$ cat src/rtl/fbg_pkg.sv
package fbg_pkg;
  localparam int M_W    = 2;
  localparam int FRAC_W = 11;
  localparam int DIV_W  = 16;
  localparam int OSR_W  = 2;

  typedef struct packed {
    logic [M_W-1:0]    m;
    logic [FRAC_W-1:0] n;
    logic [DIV_W-1:0]  div;
    logic [OSR_W-1:0]  osr;
  } fbg_cfg_t;
endpackage

$ cat src/rtl/fbg_int_div.sv
module fbg_int_div #(
  parameter int DIV_W = 16
) (
  input  logic             clk_i,
  input  logic             rst_ni,
  input  logic             run_i,
  input  logic [DIV_W-1:0] div_i,
  output logic             pass_o
);
  logic [DIV_W-1:0] cnt_q;
  logic [DIV_W-1:0] term;

  // div_i == 0 wraps to all-ones: a full 2^DIV_W cycle pass
  assign term   = div_i - {{(DIV_W-1){1'b0}}, 1'b1};
  assign pass_o = run_i && (cnt_q == term);

  always_ff @(posedge clk_i or negedge rst_ni) begin
    if (!rst_ni)              cnt_q <= '0;
    else if (!run_i || pass_o) cnt_q <= '0;
    else                       cnt_q <= cnt_q + {{(DIV_W-1){1'b0}}, 1'b1};
  end

  p_count_step_r2: assert property (@(posedge clk_i) disable iff (!rst_ni)
    (run_i && !pass_o) |=> (cnt_q == $past(cnt_q) + {{(DIV_W-1){1'b0}}, 1'b1}));

  p_idle_clear_r5: assert property (@(posedge clk_i) disable iff (!rst_ni)
    !run_i |=> (cnt_q == '0));
endmodule

$ cat src/rtl/fbg_frac_stage.sv
module fbg_frac_stage #(
  parameter int M_W    = 2,
  parameter int FRAC_W = 11
) (
  input  logic              clk_i,
  input  logic              rst_ni,
  input  logic              run_i,
  input  logic              pass_i,
  input  logic [M_W-1:0]    m_i,
  input  logic [FRAC_W-1:0] n_i,
  output logic              tick_o
);
  logic [FRAC_W-1:0] acc_q;
  logic [M_W-1:0]    pcnt_q;
  logic [FRAC_W:0]   sum;
  logic              extra;
  logic [M_W-1:0]    m_eff;
  logic [M_W-1:0]    last_idx;

  assign m_eff    = (m_i == '0) ? {{(M_W-1){1'b0}}, 1'b1} : m_i;
  assign sum      = {1'b0, acc_q} + {1'b0, n_i};
  assign extra    = sum[FRAC_W];
  // carry stretches this period by one extra divider pass
  assign last_idx = m_eff - {{(M_W-1){1'b0}}, 1'b1} + {{(M_W-1){1'b0}}, extra};
  assign tick_o   = pass_i && (pcnt_q == last_idx);

  always_ff @(posedge clk_i or negedge rst_ni) begin
    if (!rst_ni) begin
      acc_q  <= '0;
      pcnt_q <= '0;
    end else if (!run_i) begin
      acc_q  <= '0;
      pcnt_q <= '0;
    end else if (tick_o) begin
      acc_q  <= sum[FRAC_W-1:0];
      pcnt_q <= '0;
    end else if (pass_i) begin
      pcnt_q <= pcnt_q + {{(M_W-1){1'b0}}, 1'b1};
    end
  end

  p_acc_hold_r3: assert property (@(posedge clk_i) disable iff (!rst_ni)
    (run_i && !tick_o) |=> (acc_q == $past(acc_q)));

  p_pass_bound_r3: assert property (@(posedge clk_i) disable iff (!rst_ni)
    run_i |-> (pcnt_q <= m_eff));
endmodule

$ cat src/rtl/fbg_osr_stage.sv
module fbg_osr_stage #(
  parameter int OSR_W = 2
) (
  input  logic             clk_i,
  input  logic             rst_ni,
  input  logic             run_i,
  input  logic             tick_i,
  input  logic [OSR_W-1:0] osr_i,
  output logic             bit_o
);
  localparam int CNT_W = (1 << OSR_W) + 1;

  logic [CNT_W-1:0] scnt_q;
  logic [CNT_W:0]   ratio;
  logic [CNT_W-1:0] ratio_m1;

  assign ratio    = {{CNT_W{1'b0}}, 1'b1} << (32'(osr_i) + 32'd2);
  assign ratio_m1 = CNT_W'(ratio - {{CNT_W{1'b0}}, 1'b1});
  assign bit_o    = tick_i && (scnt_q == ratio_m1);

  always_ff @(posedge clk_i or negedge rst_ni) begin
    if (!rst_ni)              scnt_q <= '0;
    else if (!run_i || bit_o) scnt_q <= '0;
    else if (tick_i)          scnt_q <= scnt_q + {{(CNT_W-1){1'b0}}, 1'b1};
  end

  p_scnt_range_r6: assert property (@(posedge clk_i) disable iff (!rst_ni)
    run_i |-> (scnt_q <= ratio_m1));
endmodule

$ cat src/rtl/frac_baud_gen.sv
module frac_baud_gen
  import fbg_pkg::*;
(
  input  logic              clk_i,
  input  logic              rst_ni,
  input  logic              en_i,
  input  logic [M_W-1:0]    m_i,
  input  logic [FRAC_W-1:0] n_i,
  input  logic [DIV_W-1:0]  div_i,
  input  logic [OSR_W-1:0]  osr_i,
  output logic              sample_tick_o,
  output logic              bit_tick_o
);
  fbg_cfg_t cfg, cfg_q;
  logic     cfg_chg;
  logic     run;
  logic     pass;

  assign cfg     = '{m: m_i, n: n_i, div: div_i, osr: osr_i};
  assign cfg_chg = (cfg != cfg_q);
  assign run     = en_i && !cfg_chg;

  always_ff @(posedge clk_i or negedge rst_ni) begin
    if (!rst_ni) cfg_q <= '0;
    else         cfg_q <= cfg;
  end

  fbg_int_div #(.DIV_W(DIV_W)) u_div (
    .clk_i  (clk_i),
    .rst_ni (rst_ni),
    .run_i  (run),
    .div_i  (div_i),
    .pass_o (pass)
  );

  fbg_frac_stage #(.M_W(M_W), .FRAC_W(FRAC_W)) u_frac (
    .clk_i  (clk_i),
    .rst_ni (rst_ni),
    .run_i  (run),
    .pass_i (pass),
    .m_i    (m_i),
    .n_i    (n_i),
    .tick_o (sample_tick_o)
  );

  fbg_osr_stage #(.OSR_W(OSR_W)) u_osr (
    .clk_i  (clk_i),
    .rst_ni (rst_ni),
    .run_i  (run),
    .tick_i (sample_tick_o),
    .osr_i  (osr_i),
    .bit_o  (bit_tick_o)
  );

  p_quiet_when_off_r5: assert property (@(posedge clk_i) disable iff (!rst_ni)
    !en_i |-> (!sample_tick_o && !bit_tick_o));

  p_bit_with_sample_r6: assert property (@(posedge clk_i) disable iff (!rst_ni)
    bit_tick_o |-> sample_tick_o);

  p_restart_zero_r7: assert property (@(posedge clk_i) disable iff (!rst_ni)
    cfg_chg |=> !bit_tick_o);

  p_tick_needs_steady_cfg_r7: assert property (@(posedge clk_i) disable iff (!rst_ni)
    sample_tick_o |-> $stable(cfg));
endmodule

$ cat config.mk
export PLATFORM = sky130hd
export DESIGN_NAME = frac_baud_gen
export DESIGN_NICKNAME = d
export VERILOG_FILES = /design/src/rtl/fbg_pkg.sv /design/src/rtl/fbg_int_div.sv /design/src/rtl/fbg_frac_stage.sv /design/src/rtl/fbg_osr_stage.sv /design/src/rtl/frac_baud_gen.sv
export SDC_FILE = /design/constraint.sdc
export NUM_CORES = 1
export LEC_CHECK = 0
export ABC_AREA = 1
export BUFFER_PORTS_ARGS = -buffer_cell sky130_fd_sc_hd__buf_2
export CORE_ASPECT_RATIO = 2
export CORE_MARGIN = 5
export CORE_UTILIZATION = 35
export CTS_BUF_LIST = sky130_fd_sc_hd__clkbuf_4
export DETAILED_ROUTE_END_ITERATION = 6
export PLACE_DENSITY = 0.56
export SLEW_MARGIN = 40
export SYNTH_ARGS = -nofsm -noshare
export SYNTH_HDL_FRONTEND = slang
export SYNTH_SLANG_ARGS = --single-unit
export TNS_END_PERCENT = 50
$ cat constraint.sdc
create_clock -name clk_i -period 11.78 [get_ports clk_i]
set_clock_uncertainty 0.15 [all_clocks]
set_input_delay 2.356 -clock clk_i [delete_from_list [all_inputs] [get_ports clk_i]]
set_output_delay 2.356 -clock clk_i [all_outputs]
set_load 0.03 [all_outputs]
# Yosys cells after proc, flatten, opt, wreduce, memory -nomap -nowiden
# Index checks and enable logic that the tools add are counted.
# totals
ff_bits,65
in_bits,34
output_inout_bits,2
# op_classes
n_addsub,9
eq_ne,6
shift,1
muxes,9
n_reduce_logical,10
# op_table
op,count
$shl 1x32->5 const A,1
$ne 31x31->1,1
$mux 11,2
$add 16x1->16 const B,1
$eq 16x16->1,1
$mux 16,1
$sub 16x1->16 const B,1
$add 11x11->12,1
$mux 5,2
$mux 2,4
$add 5x1->5 const B,1
$eq 5x5->1,1
$sub 5x1->5 const B,1
$logic_and 1x1->1,4
$add 2x2->3 const B,1
$ne 3x3->1 const B,1
$add 2x1->2,1
$add 2x1->2 const B,1
$eq 2x2->1,1
$logic_not 1->1,2
$logic_not 2->1,1
$logic_or 1x1->1,2
$ne 2x2->1 const B,1
$reduce_bool 2->1,1
$sub 2x1->2 const B,1

# Depth between registers and ports, before layout
# depth
depth_word,9
depth_mapped,20
mapped_depth_nobuf,19

# Cells and area by module
# A second synthesis with hierarchy kept.
# hier_totals
cells_unflattened,632
hier_area_um2,4468.0
# by_module_without_submodules
mod,n_inst,cells_each,area_per_inst_um2
fbg_int_div,1,220,1506.4
frac_baud_gen,1,201,1421.4
fbg_frac_stage,1,171,1199.9
fbg_osr_stage,1,40,340.3

# Least setup slack after synthesis
# OpenSTA, ideal clock, no wires.
# synth_timing
path_kind,input to output
startpoint,input n_i[2]
endpoint,output bit_tick_o
t_arrival_ns,4.713
required_ns,9.274
path_slack_ns,4.561
path_stages,15
n_path_buf,0
path_cell_list,ha_1 nand3_1 nand2_1 inv_1 o221ai_1 a31oi_1 or2_2 nand2_1 a21oi_1 ha_1 xor2_1 nand3_1 nor2_1 nand3_1 inv_1
# synth_between
elab_chain_len,6
# synth_lines
item,line,rtl
from (decl),frac_baud_gen.sv:8,"input logic [FRAC_W-1:0] n_i,"
branches (longest 4 deep; another with $add 11x11->12),n/a,
$logic_and 1x1->1 *,fbg_frac_stage.sv:25,assign tick_o = pass_i && (pcnt_q == last_idx);
$logic_and 1x1->1 *,fbg_osr_stage.sv:19,assign bit_o = tick_i && (scnt_q == ratio_m1);
to (decl),frac_baud_gen.sv:12,output logic bit_tick_o
# Mark *: on every way between the ends.

# Final worst setup path
# layout_timing
startpoint,input n_i[2]
endpoint,output sample_tick_o
# layout_between
elab_chain_len,5
# layout_lines
item,line,rtl
branches (longest 4 deep; another with $add 11x11->12),n/a,
$logic_and 1x1->1 *,fbg_frac_stage.sv:25,
to (decl),frac_baud_gen.sv:11,"output logic sample_tick_o,"
# Marks and branches as above.

==> out/results.tsv <==
metric	value	unit
FP Rows	58	
PD cells	88.0	mW/mm2
first-pass GRT wire length	20100	um
critical path type	in -> out	
Top Ports	36	
setup TNS	0	ns
DRT iter0 DRCs	163	
Die ar.	0.0151	mm2
Final ANT Viol Nets	0	
Tcrit/Tclk final	0.673	
mean routed wirelength per cell	15.2	um
layout cells sized above 1	0.114	
crit path launch type	input port	
core area	0.0125	mm2
type of the most critical hold path	reg -> reg	
Initial Util	0.354	
met2 WL	7050	um
Mapped Area	0.00441	mm2
Synth Area per Inst	7.02	um2
final setup vio count	0	
Slew HR	0.575	
I/O Buffers	35	
root buf cell	clkbuf_4	
Met1 Wirelength	4210	um
Num Clock Sinks	65	
warnings from Yosys	0	
share of flip-flops with an asynchronous set or reset	1.00	
placer congestion estimate	0.909	
register area share after synthesis	0.369	
fmax	126	MHz
CP Capture Type	primary output	
Max FO, Critical Path	12	
vias in the first global route	4216	
synthesis-stage register bit count	65	
# hold bufs at CTS	0	
status	finished, final reports clean	
CTS tree	done	
Die Span X	89.4	um
final max-slew violation count	0	
largest net degree at the start of global routing	66	
CTS max path bufs	2	
count leader, synth	nand2_1	
Worst-Margin Slew	0.638	ns
CTS buffer count	9	
Leak	2.53	nW
DR vias	4117	
end-of-flow core utilization	0.389	
maxcap violations	0	
highest metal used	met4	
area grow syn2layout	10.0	%
Residual DRC	0	
RSZ-0062 raised after global routing	false	
H-tree Lvls	3	
Fin. Hold Viols	0	
Worst-Skew Late Latency	0.43	ns
Routed WL	12600	um
synth cell count leaders	nand2_1 (187), inv_1 (89), nor2_1 (78)	
post-synth cell types	35	
Worst-path clk slew	0.11	ns
Max VDD drop	0.0527	mV
Die H	169	um
Nets	721	
post-layout min period	7.92	ns
grt ovf	0	
Yosys top cell area share	0.369	
Total GRT Usage	0.178	
CP required	9.27	ns
number of synthesized flops with an enable pin	0	
number of antenna violations at the first check in global routing	1	
Gates resized, CTS repair	0	
Syn Inst Count	629	
hpwl dp	10200	um
Main synth FF type	dfrtp_1	
WP data arrival	5.42	ns
Synth area leaders	dfrtp_1 (37%), nand2_1 (16%), inv_1 (7.6%)	
post-CTS setup buffers	0	
drt via density	4.98	
area leader, netlist	dfrtp_1	
syn nets	680	
drt first pass iters	5	
met3 WL	369	um
-- final cells by class --
cell class | count | area, um2
fill | 1367 | 7630
multi-input combinational | 465 | 2400
sequential | 65 | 1630
inverter | 93 | 349
tap | 150 | 188
timing repair buffer | 36 | 186
clock buffer | 11 | 82.6
clock inverter | 5 | 22.5
antenna | 1 | 2.50
-- cells in the final DEF, fill, tap and decap left out, drive strengths merged --
cell / instances
nor2: 86
clkinv: 6
dfrtp: 65
diode: 1
nor2b: 1
buf: 36
nor3b: 5
a31oi: 1
inv: 92
ha: 16
nor3: 6
xor2: 21
nand2: 191
a21oi: 13
fa: 1
o21bai: 2
nand3: 46
nand4: 31
o221ai: 1
and2: 1
o21ai: 11
xnor2: 16
clkbuf: 11
nand3b: 2
and3: 1
a21o: 1
or2: 11
nor4: 1
-- registers in the layout, indices dropped and copies added, names as in the netlist --
| register | flops |
|---|---|
| cfg_q | 31 |
| u_div.cnt_q | 16 |
| u_frac.pcnt_q | 2 |
| u_frac.acc_q | 11 |
| u_osr.scnt_q | 5 |
-- cells by family (layout without fill, tap and decap cells) --
logic type,Yosys count,count (layout),share of synthesized area
other,0,1,0
DFF,65,65,0.369
buffers and inverters,99,145,0.0882
adders and majority gates,17,17,0.0499
xor gates and xnor gates,37,37,0.0734
AOI/OAI and AO/OA,29,29,0.0357
and+or+nand+nor,382,382,0.384
-- metrics by stage --
step / setup slack, ns / total power, mW / instance area [um2] / hold WS (ns) / std cells
floorplan: 4.56 / 0.272 / 4410 / 0.296 / 629
global placement: 3.89 / 0.301 / 4740 / 0.317 / 809
detailed placement: 3.84 / 0.301 / 4750 / 0.327 / 809
CTS: 3.83 / 0.433 / 4850 / 0.350 / 825
global route: 3.56 / 0.452 / 4850 / 0.373 / 826
finish: 3.86 / 0.427 / 4850 / 0.347 / 826
-- worst max-delay path, stage by stage --
cell and delay (ns):
buf_2 0.12, ha_1 0.37, nand3_1 0.09, nand2_1 0.14, inv_1 0.06, o221ai_1 0.28, a31oi_1 0.15, or2_2 0.31
nand2_1 0.07, a21oi_1 0.06, ha_1 0.18, xor2_1 0.15, or2_2 0.13, nand3_1 0.07, nor2_1 0.24, nand2_4 0.14
inv_2 0.24, buf_2 0.25
-- power by group --
part	internal [mW]	switching, mW	total, mW	leakage (nW)
clock network	0.0458	0.0846	0.130	0.0655
logic	0.0218	0.0444	0.0661	1.62
registers	0.228	0.00241	0.231	0.837
-- path summary, 6_finish.rpt --
check | to | cells past startpoint | slack (ns) | startpoint
setup / recovery | sample_tick_o | 18 | 3.86 | n_i[2]
hold / removal | u_frac.acc_q[0] | 2 | 0.35 | u_frac.acc_q[0]
setup reg to reg | u_frac.acc_q[7] | 18 | 8.23 | u_frac.acc_q[2]
hold reg to reg | u_frac.acc_q[0] | 2 | 0.35 | u_frac.acc_q[0]
max in group asynchronous | cfg_q[29] | 2 | 9.16 | rst_ni
min in group asynchronous | u_div.cnt_q[0] | 2 | 1.86 | rst_ni
-- routing by layer --
layer | track usage | vias up
li1 | - | 2063
met1 | 0.160 | 1895
met2 | 0.332 | 104
met3 | 0.0326 | 55
met4 | 0.128 | 0
met5 | 0 | -
No activity file was read; power rests on OpenSTA's default activity.
